===== src/rtl/accCorePkg.sv =====
package accCorePkg;

  localparam int OPC_W = 4;

  localparam logic [OPC_W-1:0] OP_LOAD  = 4'h1;
  localparam logic [OPC_W-1:0] OP_STORE = 4'h2;
  localparam logic [OPC_W-1:0] OP_ADD   = 4'h5;
  localparam logic [OPC_W-1:0] OP_JUMP  = 4'h8;
  localparam logic [OPC_W-1:0] OP_HALT  = 4'hF;

  typedef enum logic [2:0] {
    ST_FETCH_ADDR,
    ST_FETCH_DATA,
    ST_DECODE,
    ST_EXEC_ADDR,
    ST_EXEC_DATA,
    ST_EXEC_WB,
    ST_HALT
  } phaseT;

  typedef struct packed {
    logic marFromPc;
    logic marFromIr;
    logic pcInc;
    logic pcFromIr;
    logic irLoad;
    logic mbrFromMem;
    logic mbrFromAcc;
    logic accLoad;
    logic accAdd;
    logic memWrite;
  } strobeT;

endpackage


===== src/rtl/accCoreCtrl.sv =====
module accCoreCtrl
  import accCorePkg::*;
(
  input  logic             clk,
  input  logic             rst,
  input  logic [OPC_W-1:0] irOp,
  output strobeT           str,
  output logic             halted
);

  phaseT phase;
  phaseT phaseNext;

  always_ff @(posedge clk) begin
    if (rst) phase <= ST_FETCH_ADDR;
    else     phase <= phaseNext;
  end

  assign halted = (phase == ST_HALT);

  always_comb begin
    str       = '0;
    phaseNext = phase;
    unique case (phase)
      ST_FETCH_ADDR: begin
        str.marFromPc = 1'b1;
        phaseNext     = ST_FETCH_DATA;
      end
      ST_FETCH_DATA: begin
        str.pcInc = 1'b1;
        phaseNext = ST_DECODE;
      end
      ST_DECODE: begin
        str.irLoad     = 1'b1;
        str.mbrFromMem = 1'b1;
        phaseNext      = ST_EXEC_ADDR;
      end
      ST_EXEC_ADDR: begin
        if (irOp == OP_LOAD || irOp == OP_ADD || irOp == OP_STORE) begin
          str.marFromIr  = 1'b1;
          str.mbrFromAcc = (irOp == OP_STORE);
          phaseNext      = ST_EXEC_DATA;
        end else if (irOp == OP_JUMP) begin
          str.pcFromIr = 1'b1;
          phaseNext    = ST_FETCH_ADDR;
        end else if (irOp == OP_HALT) begin
          phaseNext = ST_HALT;
        end else begin
          phaseNext = ST_FETCH_ADDR;
        end
      end
      ST_EXEC_DATA: begin
        if (irOp == OP_STORE) begin
          str.memWrite = 1'b1;
          phaseNext    = ST_FETCH_ADDR;
        end else begin
          phaseNext = ST_EXEC_WB;
        end
      end
      ST_EXEC_WB: begin
        str.mbrFromMem = 1'b1;
        str.accLoad    = (irOp == OP_LOAD);
        str.accAdd     = (irOp == OP_ADD);
        phaseNext      = ST_FETCH_ADDR;
      end
      ST_HALT: phaseNext = ST_HALT;
      default: phaseNext = ST_FETCH_ADDR;
    endcase
  end

  AST_HALT_STICKY: assert property (@(posedge clk) disable iff (rst)
    halted |=> halted);

  AST_WRITE_ONE_CYCLE: assert property (@(posedge clk) disable iff (rst)
    str.memWrite |=> !str.memWrite);

  AST_HALT_NO_WRITE: assert property (@(posedge clk) disable iff (rst)
    halted |-> !str.memWrite);

endmodule


===== src/rtl/accCoreDp.sv =====
module accCoreDp
  import accCorePkg::*;
#(
  parameter int DATA_W = 16,
  localparam int ADDR_W = DATA_W - OPC_W
) (
  input  logic              clk,
  input  logic              rst,
  input  strobeT            str,
  input  logic [DATA_W-1:0] memRdata,
  output logic [ADDR_W-1:0] memAddr,
  output logic [DATA_W-1:0] memWdata,
  output logic              memWe,
  output logic [OPC_W-1:0]  irOp,
  output logic [DATA_W-1:0] accOut
);

  logic [ADDR_W-1:0] pcQ;
  logic [ADDR_W-1:0] marQ;
  logic [DATA_W-1:0] irQ;
  logic [DATA_W-1:0] mbrQ;
  logic [DATA_W-1:0] accQ;

  always_ff @(posedge clk) begin
    if (rst) begin
      pcQ  <= '0;
      marQ <= '0;
      irQ  <= '0;
      mbrQ <= '0;
      accQ <= '0;
    end else begin
      if (str.pcFromIr)        pcQ <= irQ[ADDR_W-1:0];
      else if (str.pcInc)      pcQ <= pcQ + 1'b1;
      if (str.marFromPc)       marQ <= pcQ;
      else if (str.marFromIr)  marQ <= irQ[ADDR_W-1:0];
      if (str.irLoad)          irQ <= memRdata;
      if (str.mbrFromAcc)      mbrQ <= accQ;
      else if (str.mbrFromMem) mbrQ <= memRdata;
      if (str.accLoad)         accQ <= memRdata;
      else if (str.accAdd)     accQ <= accQ + memRdata;
    end
  end

  assign memAddr  = marQ;
  assign memWdata = mbrQ;
  assign memWe    = str.memWrite;
  assign irOp     = irQ[DATA_W-1:ADDR_W];
  assign accOut   = accQ;

  AST_STORE_DATA: assert property (@(posedge clk) disable iff (rst)
    str.memWrite |-> (memWdata == accQ));

  AST_STORE_ADDR: assert property (@(posedge clk) disable iff (rst)
    str.memWrite |-> (memAddr == irQ[ADDR_W-1:0]));

  AST_ACC_HOLD: assert property (@(posedge clk) disable iff (rst)
    !(str.accLoad || str.accAdd) |=> $stable(accQ));

  AST_PC_STEP: assert property (@(posedge clk) disable iff (rst)
    (str.pcInc && !str.pcFromIr) |=> (pcQ == $past(pcQ) + 1'b1));

endmodule


===== src/rtl/accCore.sv =====
module accCore
  import accCorePkg::*;
#(
  parameter int DATA_W = 16,
  localparam int ADDR_W = DATA_W - OPC_W
) (
  input  logic              clk,
  input  logic              rst,
  output logic [ADDR_W-1:0] memAddr,
  output logic [DATA_W-1:0] memWdata,
  output logic              memWe,
  input  logic [DATA_W-1:0] memRdata,
  output logic              halted,
  output logic [DATA_W-1:0] accOut
);

  strobeT           str;
  logic [OPC_W-1:0] irOp;

  accCoreCtrl u_ctrl (
    .clk    (clk),
    .rst    (rst),
    .irOp   (irOp),
    .str    (str),
    .halted (halted)
  );

  accCoreDp #(.DATA_W(DATA_W)) u_dp (
    .clk      (clk),
    .rst      (rst),
    .str      (str),
    .memRdata (memRdata),
    .memAddr  (memAddr),
    .memWdata (memWdata),
    .memWe    (memWe),
    .irOp     (irOp),
    .accOut   (accOut)
  );

  AST_HALT_QUIET: assert property (@(posedge clk) disable iff (rst)
    halted |=> ($stable(memAddr) && !memWe && $stable(accOut)));

endmodule


===== config.mk =====
export PLATFORM = sky130hd
export DESIGN_NAME = accCore
export DESIGN_NICKNAME = d
export VERILOG_FILES = /design/src/rtl/accCorePkg.sv /design/src/rtl/accCoreCtrl.sv /design/src/rtl/accCoreDp.sv /design/src/rtl/accCore.sv
export SDC_FILE = /design/constraint.sdc
export NUM_CORES = 1
export LEC_CHECK = 0
export CAP_MARGIN = 25
export CORE_ASPECT_RATIO = 1.2
export CORE_MARGIN = 4
export CORE_UTILIZATION = 55
export CTS_CLUSTER_DIAMETER = 150
export CTS_CLUSTER_SIZE = 25
export DETAILED_ROUTE_END_ITERATION = 6
export DONT_BUFFER_PORTS = 1
export GPL_TIMING_DRIVEN = 1
export PLACE_DENSITY = 0.71
export SYNTH_ARGS = -nofsm -noshare
export SYNTH_HDL_FRONTEND = slang
export SYNTH_SLANG_ARGS = --single-unit

===== constraint.sdc =====
create_clock -name clk -period 3.2 [get_ports clk]
set_input_delay 0.48 -clock clk [delete_from_list [all_inputs] [get_ports clk]]
set_output_delay 0.48 -clock clk [all_outputs]
set_load 0.1 [all_outputs]

==> results of run 1 <==
worst min path at each step:
stage                                          from                             end
after floorplan            u_dp.irQ[9]$_SDFFE_PP0P_        u_dp.pcQ[9]$_SDFFE_PP0P_
after detailed placement  u_dp.irQ[11]$_SDFFE_PP0P_       u_dp.irQ[11]$_SDFFE_PP0P_
after global routing                            rst  u_dp.memWdata[11]$_SDFFE_PP0P_
after global placement    u_dp.irQ[11]$_SDFFE_PP0P_       u_dp.irQ[11]$_SDFFE_PP0P_
final                                           rst  u_dp.memWdata[11]$_SDFFE_PP0P_
after CTS                                       rst  u_dp.memWdata[11]$_SDFFE_PP0P_
power by group through the flow:
stage               Clock (uW)  Combinational [uW]  Sequential (uW)
global route               864                 256             1270
CTS                        818                 229             1270
detailed placement           0                 228             1290
global placement             0                 223             1280
floorplan                    0                 220             1270
finish                     806                 228             1260
cell families (layout without fill, tap and decap cells):
family / count (synthesis) / count (layout) / share of synthesized area, %
flops: 75 / 75 / 35.6
xor+xnor: 10 / 10 / 2.08
fa+ha+maj: 17 / 17 / 5.23
buf+inv: 40 / 44 / 4.84
mux: 33 / 33 / 7.84
simple gates: 168 / 168 / 19.4
compound gates: 147 / 147 / 25.0
cell type report:
cell class              count  area, um2
inverters                   5       18.8
well taps                  90        113
flip-flops and latches     75       1500
clock buffers              10        128
fillers                   650       2810
multi-input cells         375       2520
repair buffers             23        173
clock inverters             6       90.1
sequential cells by signal, indices dropped and copies added (netlist names):
signal and cells:
u_dp.memWdata 16, u_ctrl.phase 3, u_dp.accOut 16, u_dp.memAddr 12, u_dp.irQ 16, u_dp.pcQ 12
metrics by stage:
| stage | worst slack [ns] | instances | total power (uW) | utilization, % | hold WS, ns |
|---|---|---|---|---|---|
| final | 0.699 | 584 | 2300 | 61.8 | 0.194 |
| after global routing | 0.504 | 584 | 2390 | 61.8 | 0.172 |
| after CTS | 0.681 | 584 | 2310 | 61.8 | 0.179 |
| after detailed placement | 0.517 | 568 | 1520 | 58.8 | 0.459 |
| after global placement | 0.553 | 568 | 1510 | 58.8 | 0.457 |
| after floorplan | 0.359 | 490 | 1490 | - | 0.445 |
layer usage:
metal,GRT usage (%),share of wire [%],vias up
li1,-,-,1778
met1,27.3,41,1679
met2,38.6,51,111
met3,6.10,6.3,11
met4,7.46,1.4,0
met5,0,0,-
cell usage in the layout, fill, tap and decap left out, drive strengths merged, types with 2 or more instances in the layout:
cell / netlist / routed
a211oi: 36 / 36
a21o: 11 / 11
a21oi: 41 / 41
a221oi: 12 / 12
a22oi: 2 / 2
a31oi: 7 / 7
and2: 3 / 3
and3: 5 / 5
buf: 14 / 23
bufinv: 0 / 2
clkbuf: 21 / 10
clkinv: 0 / 3
dfxtp: 75 / 75
ha: 16 / 16
inv: 5 / 5
mux2i: 33 / 33
nand2: 54 / 54
nand2b: 3 / 3
nand3: 9 / 9
nand3b: 2 / 2
nand4: 6 / 6
nor2: 60 / 60
nor2b: 2 / 2
nor3: 10 / 10
nor3b: 6 / 6
o211ai: 2 / 2
o21ai: 27 / 27
or3: 2 / 2
xnor2: 4 / 4
xor2: 6 / 6
==> flow_metrics.env, run 1 <==
export IMPL_yosys_warnings=0
export IMPL_cts_clk_slew_worst_paths_ns=0.08
export IMPL_power_share_combinational_pct=9.9
export IMPL_switching_share_pct=34.2
export IMPL_largest_net_degree_at_the_start_of_global_routing=73
export IMPL_synth_area_top_cells="dfxtp_1 (36%), mux2i_1 (7.8%), nor2_1 (5.2%)"
export IMPL_regToRegEndpoint="u_dp.accOut[14]$_SDFFE_PP0P_"
export IMPL_io_pins=64
export IMPL_final_period_minus_worst_setup_slack_ns=2.50
export IMPL_tightest_slew_ns=1.00
export IMPL_die_w_um=87.9
export IMPL_first_pass_iters=4
export IMPL_cts_hold_fix_bufs=0
export IMPL_dieHeight_um=104
export IMPL_slew_violations=0
export IMPL_endpoint_kind="flip-flop"
export IMPL_cts_buffers_inserted=9
export IMPL_critical_path_startpoint="u_dp.accOut[0]$_SDFFE_PP0P_"
export IMPL_unrepaired_setup_endpoints_after_global_routing="false"
export IMPL_critPathLaunchType="flip-flop"
export IMPL_cellPowerDensity_nw_per_um2=505
export IMPL_worstReg2RegStart="u_dp.accOut[0]$_SDFFE_PP0P_"
export IMPL_placement_cell_area_um2=4330
export IMPL_finalNetCount=524
export IMPL_grt_use_total_pct=22.7
export IMPL_worst_path_max_delay_cell="fa_1"
export IMPL_finalSetupTns_ns=0
export IMPL_overflow=0
export IMPL_root_buffer="clkbuf_8"
export IMPL_synth_area_per_cell_um2=8.60
export IMPL_post_route_cells_drive_above_1_share_pct=14.2
export IMPL_cts_max_path_buffers=2
export IMPL_slew_limit_headroom_pct=33.2
export IMPL_final_wl_mm=10.0
export IMPL_ir_drop_v=0.000312
export IMPL_detail_route_antenna_nets=0
export IMPL_clock_power_share_pct=35.1
export IMPL_number_of_enable_type_register_cells_in_the_synthesized_netlist=0
export IMPL_cp_data_required_time_ns=3.47
export IMPL_mappedNetlistNets=525
export IMPL_insertion_delay_ns=0.35
export IMPL_status="complete, no violations"
export IMPL_critical_path_max_stage_delay_ns=0.44
export IMPL_cts_tree="built"
export IMPL_antenna_found_initial=0
export IMPL_ys_top_cells_by_count="dfxtp_1 (75), nor2_1 (58), nand2_1 (52)"
export IMPL_synth_cell_types=58
export IMPL_h_tree_depth=3
export IMPL_synthMostInstantiatedCell="dfxtp_1"
export IMPL_crit_end="u_dp.accOut[14]$_SDFFE_PP0P_"
export IMPL_p_leak_uw=0.00172
export IMPL_dr_first_iter_drc_count=244
export IMPL_max_cap_violations=0
export IMPL_critPathMaxFanout=3
export IMPL_ff2ff_path_depth=9
export IMPL_fin_skew_ns=0.0119
export IMPL_hp_class="in2reg"
export IMPL_first_global_vias=3430
export IMPL_vias=3579
export IMPL_core_area_um2=7360
export IMPL_ys_seq_area_share_pct=35.6
export IMPL_gp_congestion=0.859
export IMPL_worst_path_most_repeated_cell="o21ai_0"
export IMPL_avgViaCountPerCell=6.13
export IMPL_netlist_area_um2=4210
export IMPL_share_seq_of_total_power_pct=55.0
export IMPL_crit_arrival_ns=2.77
export IMPL_timing_fmax_ghz=0.400
export IMPL_final_min_period_over_clock_period_pct=78.1
export IMPL_switching_power_uw=785
export IMPL_timing_reg2reg_setup_slack_ns=0.70
export IMPL_drcViolationCount=0
export IMPL_postCtsResizedCells=0
export IMPL_postCtsSetupRepairBufs=0
export IMPL_synth_seq_cells=75
export IMPL_syn_to_final_growth_pct=7.93
export IMPL_port_buffer_count=0
export IMPL_worst_setup_path_type="reg2reg"
export IMPL_cts_sinks=75
export IMPL_synthArstFlopShare_pct=0
export IMPL_dp_final_hpwl_mm=7.02
export IMPL_netlist_instances=490
export IMPL_initial_utilization_pct=57.3
export IMPL_hold_violations=0
export IMPL_rows=34
export IMPL_finalSetupViolCount=0
export IMPL_route_detailed_wl_per_inst_um=17.2
export IMPL_layout_cell_area_non_filler_um2=4550
export IMPL_crit_buf_inv=0
export IMPL_netlist_area_leader_share_pct=35.6
export IMPL_die_area_um2=9130
export IMPL_timing_critical_path_depth=9
export IMPL_whs_path_depth=1
export IMPL_worstPathCellList="ha_1, fa_1, a211oi_1, o21ai_0, nand2_1, o21ai_0, a221oi_1, xor2_1, a311oi_1"
export IMPL_critical_path_top_delay_family="compound AO/OA/AOI/OAI gates"
export IMPL_num_antenna_cells=0
export IMPL_synth_area_leader_cell="dfxtp_1"
export IMPL_grt_first_pass_wirelength_mm=16.8
export IMPL_internal_power_uw=1510
export IMPL_postSynth_topFlopCell="dfxtp_1"
Power figures use the tool's default switching activity.
==> run 2: changes to the inputs <==
- ABC_AREA: default -> 1
- clock period: 3.2 -> 2.4 ns (I/O delays scaled with it)
==> run 2 against run 1 <==
  * Combinational power increased to 5.5 times the previous value
  * Utilization increased by 4.2 points
  * Cell count increased by 31%
  * Critical endpoint is now memWe
  * Largest power group unchanged
==> flow_metrics.env, run 2 <==
export IMPL_status="complete, no violations"
export IMPL_critical_path_startpoint="u_ctrl.phase[2]$_SDFF_PP0_"
export IMPL_ir_drop_v=0.000610
export IMPL_drt_met1_wl_mm=4.95
export IMPL_slew_limit_headroom_pct=59.8
export IMPL_overflow=0
export IMPL_post_route_cells_drive_above_1_share_pct=14.2
export IMPL_yosys_warnings=0
export IMPL_largest_net_degree_at_the_start_of_global_routing=33
export IMPL_worst_setup_path_type="reg2out"
export IMPL_cts_hold_fix_bufs=0
export IMPL_grt_use_total_pct=26.7
export IMPL_hold_violations=0
export IMPL_filler_cell_count=697
export IMPL_vias=4332
export IMPL_setup_ws_ns=0.189
export IMPL_netlist_area_leader_share_pct=35.1
export IMPL_number_of_enable_type_register_cells_in_the_synthesized_netlist=0
export IMPL_detail_route_antenna_nets=0
export IMPL_final_min_period_over_clock_period_pct=92.1
export IMPL_insertion_delay_ns=0.35
export IMPL_route_detailed_wl_per_inst_um=15.6
export IMPL_fin_skew_ns=0.00694
export IMPL_dr_first_iter_drc_count=219
export IMPL_first_global_vias=4088
export IMPL_cts_tree="built"
export IMPL_finalNetCount=707
export IMPL_cts_clk_slew_worst_paths_ns=0.08
export IMPL_crit_arrival_ns=1.85
export IMPL_final_period_minus_worst_setup_slack_ns=2.21
export IMPL_grt_first_pass_wirelength_mm=19.8
export IMPL_initial_utilization_pct=57.7
export IMPL_drcViolationCount=0
export IMPL_synth_area_leader_cell="dfxtp_1"
export IMPL_synth_area_top_cells="dfxtp_1 (35%), nand2_1 (16%), nand3_1 (5.9%)"
export IMPL_met3_wirelength_um=654
export IMPL_worstReg2RegStart="u_dp.irQ[14]$_SDFFE_PP0P_"
export IMPL_finalSetupTns_ns=0
export IMPL_core_area_um2=7400
export IMPL_antenna_found_initial=0
export IMPL_unrepaired_setup_endpoints_after_global_routing="false"
export IMPL_first_pass_iters=5
export IMPL_hold_start="rst"
export IMPL_final_wl_mm=12.0
export IMPL_post_place_ws_ns=0.451
export IMPL_finalSetupViolCount=0
export IMPL_port_buffer_count=0
export IMPL_mappedNetlistNets=669
export IMPL_netlist_area_um2=4270
export IMPL_ys_top_cells_by_count="nand2_1 (181), dfxtp_1 (75), inv_1 (54)"
export IMPL_io_pins=64
export IMPL_cts_sinks=75
export IMPL_cts_max_path_buffers=2
export IMPL_root_buffer="clkbuf_8"
export IMPL_postCtsSetupRepairBufs=0
export IMPL_syn_to_final_growth_pct=14.4
export IMPL_postSynth_topFlopCell="dfxtp_1"
export IMPL_die_w_um=88.5
export IMPL_regToRegEndpoint="u_dp.memWdata[7]$_SDFFE_PP0P_"
export IMPL_whs_ns=0.0702
export IMPL_max_cap_violations=0
export IMPL_synthMostInstantiatedCell="nand2_1"
export IMPL_wl_met2_mm=6.17
export IMPL_synth_seq_cells=75
export IMPL_p_leak_uw=0.00221
export IMPL_cts_buffers_inserted=9
export IMPL_top_layer_in_use="met4"
export IMPL_netlist_instances=634
export IMPL_cp_data_required_time_ns=2.04
export IMPL_whs_path_depth=1
export IMPL_ff2ff_path_depth=7
export IMPL_num_antenna_cells=0
export IMPL_timing_reg2reg_setup_slack_ns=0.41
export IMPL_synthArstFlopShare_pct=0
export IMPL_dieHeight_um=105
export IMPL_min_to="u_dp.pcQ[5]$_SDFFE_PP0P_"
export IMPL_gp_congestion=0.887
export IMPL_synth_area_per_cell_um2=6.74
export IMPL_postCtsResizedCells=0
export IMPL_slew_violations=0
export IMPL_final_common_cell="nand2_1"
export IMPL_synth_cell_types=38
export IMPL_tightest_slew_ns=0.602
export IMPL_hp_class="in2reg"
export IMPL_critPathMaxFanout=10
export IMPL_avgViaCountPerCell=5.65
export IMPL_die_area_um2=9250
export IMPL_cellPowerDensity_nw_per_um2=775
export IMPL_endpoint_kind="output pin"
export IMPL_timing_fmax_ghz=0.452
export IMPL_ys_seq_area_share_pct=35.1
export IMPL_h_tree_depth=3
export IMPL_layout_common_cells="nand2_1 (181), dfxtp_1 (75), inv_1 (54)"
export IMPL_dp_final_hpwl_mm=8.90
export IMPL_rows=34
export IMPL_critPathLaunchType="flip-flop"
## run 2: worst max path at each step
stage,to,depth (start not counted),slack [ns]
5_1_grt,memWe,3,0.06
3_5_place_dp,u_dp.memWdata[7]$_SDFFE_PP0P_,7,0.45
6_report,memWe,3,0.19
3_3_place_gp,u_dp.memWdata[7]$_SDFFE_PP0P_,7,0.52
2_1_floorplan,u_dp.accOut[8]$_SDFFE_PP0P_,7,0.05
4_1_cts,memWe,3,0.19
## run 2: power by group
group	switching [uW]	leakage [uW]	internal, uW	total [uW]
clock	491	0.000103	588	1080
combinational	991	0.00150	273	1260
sequential	80.1	0.000610	1370	1450
## run 2: layout make-up
cell class / count / area (um2) / share of cell area (%)
Clock inverter: 6 / 88.8 / 1.82
Tap cell: 90 / 113 / 2.30
Multi-Input combinational cell: 465 / 2380 / 48.6
Clock buffer: 10 / 128 / 2.61
Inverter: 68 / 270 / 5.53
Sequential cell: 75 / 1500 / 30.7
Timing Repair Buffer: 53 / 410 / 8.40
## run 2: per-stage QoR
stage / cells / utilization (%) / instance area (um2) / power, uW
after floorplan: 634 / - / 4290 / 2500
after global placement: 751 / 63.1 / 4670 / 2720
after detailed placement: 751 / 63.1 / 4670 / 2730
after CTS: 767 / 66.0 / 4890 / 3800
after global routing: 767 / 66.0 / 4890 / 3960
final: 767 / 66.0 / 4890 / 3790
## run 2: worst max-delay path, stage by stage, from the launching register on
cell,delay [ns]
dfxtp_1,0.46
clkinv_1,0.33
nor4_4,0.37
buf_4,0.34
## run 2: cells by family (layout without fill, tap and decap cells)
family,after synthesis,count (layout),synth area share [%]
simple gates,294,294,29.7
compound gates,144,144,18.3
buf+inv,94,137,9.58
flops,75,75,35.1
fa+ha+maj,17,17,5.16
xor+xnor,10,10,2.05
## run 2: per-layer routing
layer	vias up	global-route usage [%]
met1	2008	32.9
met5	-	0
li1	2186	-
met4	0	8.21
met2	115	46.6
met3	23	4.57
